<file path="config.mk">
export PLATFORM = sky130hd
export DESIGN_NAME = interval_rbit_top
export DESIGN_NICKNAME = d
export VERILOG_FILES = /design/src/rtl/interval_rbit_pkg.sv /design/src/rtl/interval_rbit_ctrl.sv /design/src/rtl/interval_rbit_dp.sv /design/src/rtl/interval_rbit_top.sv
export SDC_FILE = /design/constraint.sdc
export NUM_CORES = 1
export LEC_CHECK = 0
export BUFFER_PORTS_ARGS = -buffer_cell sky130_fd_sc_hd__buf_2
export CELL_PAD_IN_SITES_DETAIL_PLACEMENT = 0
export CELL_PAD_IN_SITES_GLOBAL_PLACEMENT = 1
export CORE_MARGIN = 4
export CORE_UTILIZATION = 25
export DETAILED_ROUTE_END_ITERATION = 10
export GPL_TIMING_DRIVEN = 0
export PLACE_DENSITY_LB_ADDON = 0.25
export RECOVER_POWER = 25
export SYNTH_ARGS = -nofsm -noshare
export SYNTH_HDL_FRONTEND = slang
export SYNTH_SLANG_ARGS = --single-unit
</file>
<file path="constraint.sdc">
create_clock -name clk -period 2.4 [get_ports clk]
set_clock_uncertainty 0.2 [all_clocks]
set_input_delay 0.36 -clock clk [delete_from_list [all_inputs] [get_ports clk]]
set_output_delay 0.36 -clock clk [all_outputs]
set_load 0.05 [all_outputs]
</file>
<file path="src/rtl/interval_rbit_pkg.sv">
package interval_rbit_pkg;
  typedef enum logic [1:0] {
    PH_IDLE  = 2'd0,
    PH_GAP_A = 2'd1,
    PH_GAP_B = 2'd2
  } seqPhase_t;

  typedef struct packed {
    logic runA;
    logic runB;
    logic doCompare;
  } seqCtl_t;
endpackage

</file>
<file path="src/rtl/interval_rbit_ctrl.sv">
module interval_rbit_ctrl
  import interval_rbit_pkg::*;
#(
  parameter int SYNC_STAGES = 2
) (
  input  logic    clk,
  input  logic    rst_n,
  input  logic    eventAsync,
  output logic    eventPulse,
  output seqCtl_t ctl
);
  logic [SYNC_STAGES-1:0] syncChain;
  logic                   syncLast;
  logic                   syncPrev;
  seqPhase_t              phase;

  always_ff @(posedge clk or negedge rst_n) begin
    if (!rst_n) begin
      syncChain <= '0;
      syncPrev  <= 1'b0;
    end else begin
      syncChain <= {syncChain[SYNC_STAGES-2:0], eventAsync};
      syncPrev  <= syncChain[SYNC_STAGES-1];
    end
  end

  assign syncLast   = syncChain[SYNC_STAGES-1];
  assign eventPulse = syncLast & ~syncPrev;

  always_ff @(posedge clk or negedge rst_n) begin
    if (!rst_n) begin
      phase <= PH_IDLE;
    end else if (eventPulse) begin
      unique case (phase)
        PH_IDLE:  phase <= PH_GAP_A;
        PH_GAP_A: phase <= PH_GAP_B;
        default:  phase <= PH_IDLE;
      endcase
    end
  end

  always_comb begin
    ctl.runA      = (phase == PH_GAP_A) && !eventPulse;
    ctl.runB      = (phase == PH_GAP_B) && !eventPulse;
    ctl.doCompare = (phase == PH_GAP_B) && eventPulse;
  end

  // an edge strobe never lasts two cycles
  p_single_strobe_r1: assert property (@(posedge clk) disable iff (!rst_n)
    eventPulse |=> !eventPulse);

  // the third event returns the sequencer to idle
  p_cycle_wrap_r2: assert property (@(posedge clk) disable iff (!rst_n)
    (phase == PH_GAP_B && eventPulse) |=> (phase == PH_IDLE));

  // timers never run together
  p_one_timer_r2: assert property (@(posedge clk) disable iff (!rst_n)
    $onehot0({ctl.runA, ctl.runB, ctl.doCompare}));
endmodule

</file>
<file path="src/rtl/interval_rbit_dp.sv">
module interval_rbit_dp
  import interval_rbit_pkg::*;
#(
  parameter int CNT_W = 8
) (
  input  logic    clk,
  input  logic    rst_n,
  input  seqCtl_t ctl,
  output logic    randBit,
  output logic    bitValid
);
  localparam logic [CNT_W-1:0] CNT_MAX = {CNT_W{1'b1}};

  logic [CNT_W-1:0] timerA;
  logic [CNT_W-1:0] timerB;
  logic             aLess;
  logic             aMore;

  always_ff @(posedge clk or negedge rst_n) begin
    if (!rst_n) begin
      timerA <= '0;
      timerB <= '0;
    end else if (ctl.doCompare) begin
      timerA <= '0;
      timerB <= '0;
    end else begin
      if (ctl.runA && timerA != CNT_MAX) timerA <= timerA + 1'b1;
      if (ctl.runB && timerB != CNT_MAX) timerB <= timerB + 1'b1;
    end
  end

  // magnitude compare, most significant bit decides first
  always_comb begin
    logic decided;
    decided = 1'b0;
    aLess   = 1'b0;
    aMore   = 1'b0;
    for (int i = CNT_W - 1; i >= 0; i--) begin
      if (!decided && (timerA[i] != timerB[i])) begin
        decided = 1'b1;
        aLess   = timerB[i];
        aMore   = timerA[i];
      end
    end
  end

  always_ff @(posedge clk or negedge rst_n) begin
    if (!rst_n) begin
      randBit  <= 1'b0;
      bitValid <= 1'b0;
    end else begin
      bitValid <= ctl.doCompare && (aLess || aMore);
      if (ctl.doCompare && (aLess || aMore)) randBit <= aLess;
    end
  end

  // valid is a single-cycle strobe
  p_valid_one_shot_r7: assert property (@(posedge clk) disable iff (!rst_n)
    bitValid |=> !bitValid);

  // a saturated timer that keeps running holds its value
  p_sat_hold_a_r6: assert property (@(posedge clk) disable iff (!rst_n)
    (timerA == CNT_MAX && ctl.runA) |=> (timerA == CNT_MAX));
  p_sat_hold_b_r6: assert property (@(posedge clk) disable iff (!rst_n)
    (timerB == CNT_MAX && ctl.runB) |=> (timerB == CNT_MAX));

  // comparison leaves both timers cleared
  p_clear_after_cmp_r2: assert property (@(posedge clk) disable iff (!rst_n)
    ctl.doCompare |=> (timerA == '0 && timerB == '0));

  // equal counts never raise valid
  p_tie_drop_r5: assert property (@(posedge clk) disable iff (!rst_n)
    (ctl.doCompare && timerA == timerB) |=> !bitValid);

  // a smaller first count gives a one
  p_less_gives_one_r3: assert property (@(posedge clk) disable iff (!rst_n)
    (ctl.doCompare && timerA < timerB) |=> (bitValid && randBit));

  // a larger first count gives a zero
  p_more_gives_zero_r4: assert property (@(posedge clk) disable iff (!rst_n)
    (ctl.doCompare && timerA > timerB) |=> (bitValid && !randBit));
endmodule

</file>
<file path="src/rtl/interval_rbit_top.sv">
module interval_rbit_top
  import interval_rbit_pkg::*;
#(
  parameter int CNT_W       = 8,
  parameter int SYNC_STAGES = 2
) (
  input  logic clk,
  input  logic rst_n,
  input  logic event_async,
  output logic rand_bit,
  output logic bit_valid,
  output logic event_seen
);
  seqCtl_t seqCtl;

  interval_rbit_ctrl #(.SYNC_STAGES(SYNC_STAGES)) u_ctrl (
    .clk        (clk),
    .rst_n      (rst_n),
    .eventAsync (event_async),
    .eventPulse (event_seen),
    .ctl        (seqCtl)
  );

  interval_rbit_dp #(.CNT_W(CNT_W)) u_dp (
    .clk      (clk),
    .rst_n    (rst_n),
    .ctl      (seqCtl),
    .randBit  (rand_bit),
    .bitValid (bit_valid)
  );

  // valid follows an event strobe by one cycle
  p_valid_after_event_r7: assert property (@(posedge clk) disable iff (!rst_n)
    $rose(bit_valid) |-> $past(event_seen));
endmodule

</file>
Word-level counts from Yosys, hierarchy flattened. Index checks and enable logic that the tools add are counted.

Output and inout bits: 3. Input bits: 3. Word-level logic and storage cells: 76. Bits in registers: 23.

Bitwise logic cells: 2. Muxes and demuxes: 28. Reductions and logical operators: 25. Add/subtract/negate cells: 2. Equal/unequal tests: 12.

Operators by type and width (number): 2-to-1 mux 8 bit (4); 2-to-1 mux 1 bit (23); adder 8 x 1 -> 8 bit, second input constant (2); inequality test 8 bit, second input constant (2); logical AND 1 bit (13); logical NOT 1 bit (8); inequality test 1 bit (8); case mux 2 bit (2 select lines) (1); nonzero test 2 bit (2); equality test 2 x 1 -> 1 bit, second input constant (1); equality test 2 bit, second input constant (1); logical NOT 2 bit (1); bitwise AND 1 bit (1); logical OR 1 bit (1); NOT 1 bit (1).

Depth between registers and ports, before layout.
Depth in word-level cells: 25. Gate-level depth with buffers: 8.

Modules after synthesis. From an unflattened synthesis, not the netlist that was laid out.

Cells, all modules: 154. Area, all modules: 1445.1 um2.

By module, submodules not included: interval_rbit_dp (seq. area each 450.4 um2, times used 1, area each 1232.4 um2, cells each 140); interval_rbit_ctrl (seq. area each 125.1 um2, times used 1, area each 212.7 um2, cells each 14).

Worst setup path after synthesis. OpenSTA, ideal clock, no wires.

Path kind: register to register. Start point: register u_dp.timerB[7]. End point: register u_dp.randBit. Arrival: 1961 ps. Slack: 143 ps. Stages on the path, launching flop included: 9. Period minus slack after synthesis: 2257 ps. Path through: dfrtp_1 -> inv_1 -> ha_1 -> or2b_1 -> a41oi_1 -> o311ai_2 -> o21ai_1 -> a31o_1 -> o32ai_2.

Cells in the longest elaborated chain, start to end: 25. Elaborated cells on any way between the ends: 40. Classes of those cells: eq/ne (1); mux (23); reduce/logical (16).

Ends and longest elaborated chain: from (decl) (RTL line interval_rbit_dp.sv:15) `logic [CNT_W-1:0] timerB;`; from (signal assigned) (RTL line interval_rbit_dp.sv:28) `if (ctl.runB && timerB != CNT_MAX) timerB <= timerB + 1'b1;`; inequality test 1 bit (RTL line interval_rbit_dp.sv:39) `if (!decided && (timerA[i] != timerB[i])) begin`; 2-to-1 mux 1 bit (RTL line interval_rbit_dp.sv:39); logical NOT 1 bit (RTL line interval_rbit_dp.sv:39); logical AND 1 bit (RTL line interval_rbit_dp.sv:39); 2-to-1 mux 1 bit (RTL line interval_rbit_dp.sv:39); logical NOT 1 bit (RTL line interval_rbit_dp.sv:39); logical AND 1 bit (RTL line interval_rbit_dp.sv:39); 2-to-1 mux 1 bit (RTL line interval_rbit_dp.sv:39); (+9 left out); logical NOT 1 bit (RTL line interval_rbit_dp.sv:39); logical AND 1 bit (RTL line interval_rbit_dp.sv:39); 2-to-1 mux 1 bit (RTL line interval_rbit_dp.sv:39); logical NOT 1 bit (RTL line interval_rbit_dp.sv:39); logical AND 1 bit (RTL line interval_rbit_dp.sv:39); 2-to-1 mux 1 bit (RTL line interval_rbit_dp.sv:39); logical OR 1 bit (RTL line interval_rbit_dp.sv:53) `if (ctl.doCompare && (aLess || aMore)) randBit <= aLess;`; logical AND 1 bit (RTL line interval_rbit_dp.sv:53); to (signal assigned) (RTL line interval_rbit_dp.sv:53); to (decl) (RTL line interval_rbit_dp.sv:9) `output logic randBit,`.

Parallel ways exist; a longest one is shown, timed or not. A chain may end at the register's enable or synchronous reset.

Worst setup path in the final report. Same ends and word-level chain as after synthesis.

==> flow_metrics.tcl <==
set metrics [dict create \
    status "finished, final reports clean" \
    fin_crit_sh 0.9492 \
    vias 1146 \
    worstPathMaxFanout 8 \
    gp_congestion 0.7155 \
    setup_violations 0 \
    area_growth_pct 18.03 \
    wl_per_cell_um 14.17 \
    max_freq_ghz 0.4390 \
    drt_iter0_drc 53 \
    synth_nets 163 \
    clk_latency_ns 0.28 \
    synth_top_area_frac 0.3875 \
    yosys-top-cells-count "dfrtp_1, nand2_1, nor2_1" \
    synth_warnings 0 \
    synth.most_common_cell "dfrtp_1" \
    multi_input_comb_area_um2 882.1 \
    core_area_um2 5642 \
    cp_slowest_cell "dfrtp_1" \
    hold_viol_final 0 \
    max_stage_delay_ns 0.42 \
    synth.area.top_cells "dfrtp_1, xor2_1, xnor2_1, nand2_1, ha_1" \
    root_buffer "clkbuf_8" \
    synth-edff-count 0 \
    drive_gt1_frac 0.1953 \
    layout_min_cycle_time_ns 2.278 \
    critPathKind "reg -> reg" \
    arrival_ns 2.24 \
    cp.required_ns 2.36 \
    max-cap-violations 0 \
    synthArstFlopShare 1.000 \
    avgViaCountPerCell 4.755 \
    peakVddDrop_uv 271.1 \
    htree_levels 1 \
    grt_max_degree 24 \
    final.setup.tns_ns 0 \
    p_leak_nw 0.7278 \
    ant_nets 0 \
    cts_tree "built" \
    wirelength_um 3415 \
    yosys_register_bits 23 \
    fin_cells 241 \
    grt-ovfl-total 0 \
    regArea_um2 576.8 \
    power_density_nw_per_um2 879.8 \
    synth_area_um2 1485 \
    yosys.area.top_type "dfrtp_1" \
    synth.distinct_cells 47 \
    hpwl_um 2451 \
    dp_cells 233 \
    synthFlopType "dfrtp_1" \
    clk_pin_slew_worst_paths_ns 0.10 \
    clkSinkCount 23 \
    dieArea_um2 7238 \
    dieHeight_um 85.08 \
    synth_area_per_cell_um2 9.520 \
    dr.pass1.iters 4 \
    grtUsageTotal 0.1011 \
    grt_pass1_vias 1212 \
    antenna_found_initial 0 \
    min_path_type "reg -> reg" \
    drc 0 \
    placed_cell_area_um2 1600 \
    antenna_cells 0 \
    startpoint_type "flop" \
    design_area_um2 1753 \
    fp.dieW_um 85.08 \
    slew_violations 0 \
    p_total_mw 1.542 \
    worst_pin_slew_ns 1.265 \
    worstPathCellList "inv_2 -> ha_4 -> nand3b_1 -> a31oi_4 -> o41ai_2 -> o221ai_1 -> a31oi_2 -> o32ai_2" \
    setup_slack_ns 0.1220 \
    ios 6 \
    rows 27 \
    grt_pass1_wl_um 5837 \
    fillerInstances 583 \
    end_kind "flop" \
    io_buffers 5 \
    nets 177 \
    synth_seq_area_share 0.3875 \
    cts-buffers-inserted 3 \
    dp_slack_ns -0.1424 \
    initial_core_util 0.2633 \
    clock_path_buffers 2 \
    synthCells 156 \
    slew_headroom 0.1567 \
]
layout by cell type, fill, tap and decap left out, types with 3 or more instances in the layout:
cell type	n
a21oi_1	4
and3_1	4
buf_2	6
buf_4	3
buf_6	3
clkbuf_8	3
dfrtp_1	22
inv_1	9
nand2_1	14
nand2b_1	4
nand4_1	8
nor2_1	13
o211ai_1	3
o21ai_0	7
xnor2_1	7
xor2_1	9
metrics by stage:
| stage | utilization | hold slack, ns |
|---|---|---|
| after global routing | 0.3107 | 0.1724 |
| after CTS | 0.2990 | 0.1592 |
| final | 0.3107 | 0.1559 |
| after global placement | 0.2837 | 0.1322 |
| after detailed placement | 0.2837 | 0.1364 |
| after floorplan | - | -0.1356 |
final timing paths:
path	start	to	slack [ns]	cells past startpoint
worst min register to register	u_ctrl.syncChain[0]	u_ctrl.syncChain[1]	0.16	0
min in group asynchronous	rst_n	u_dp.timerA[0]	0.67	2
worst max-delay path	u_dp.timerB[7]	u_dp.randBit	0.12	8
max in group asynchronous	rst_n	u_dp.timerA[7]	0.49	2
worst min-delay path	u_ctrl.syncChain[0]	u_ctrl.syncChain[1]	0.16	0
worst max register to register	u_dp.timerB[7]	u_dp.randBit	0.12	8
state kept, by name, indices dropped and copies added, names as in the netlist:
signal and count:
u_dp.timerA 8, u_ctrl.syncChain 2, u_ctrl.syncPrev 1, u_dp.timerB 8, u_ctrl.phase 2, u_dp.bitValid 1
u_dp.randBit 1
critical path, delay by kind of cell, from the launching register on:
kind	cells	cell delay (ns)
AOI/OAI and AO/OA	5	1.02
adders and majority gates	1	0.23
buffers and inverters	1	0.10
DFF	1	0.42
and+or+nand+nor	1	0.19
final cells by class:
class / instances / share of cell area
Sequential cell: 23 / 0.3291
Clock inverter: 1 / 0.004283
Buffer: 8 / 0.03355
Inverter: 10 / 0.02141
Multi-Input combinational cell: 115 / 0.5032
Tap cell: 72 / 0.05139
Timing Repair Buffer: 9 / 0.03355
Clock buffer: 3 / 0.02355
what timing repair did:
| item | 4_1_cts | 5_1_grt |
|---|---|---|
| endpoints found under the hold margin | 24 | 0 |
| setup endpoints to repair | 2 | 1 |
| pin swaps | 2 | 4 |
| gates resized for setup | 3 | 10 |
| setup buffers | 1 | 1 |
| hold buffers | 2 | 0 |
cells by family (layout without fill, tap and decap cells):
family | after synthesis | after routing | synth area share
compound gates | 32 | 32 | 0.1795
flops | 23 | 23 | 0.3875
xor+xnor | 16 | 16 | 0.09436
fa+ha+maj | 4 | 4 | 0.03370
buf+inv | 18 | 31 | 0.06487
simple gates | 61 | 61 | 0.2266
mux | 2 | 2 | 0.01348
power breakdown:
part	total [mW]	internal (mW)	switching, mW
Clock	0.265	0.118	0.147
Sequential	0.580	0.471	0.109
Combinational	0.697	0.312	0.384
routing by layer:
| metal | share of wire | GRT usage | vias to the layer above |
|---|---|---|---|
| met1 | 0.49 | 0.1282 | 556 |
| met3 | 0.010 | 0.01165 | 6 |
| met5 | 0 | 0 | - |
| met4 | 0.030 | 0.05324 | 0 |
| li1 | - | - | 578 |
| met2 | 0.47 | 0.1674 | 6 |
(Power assumes the default switching activity.)
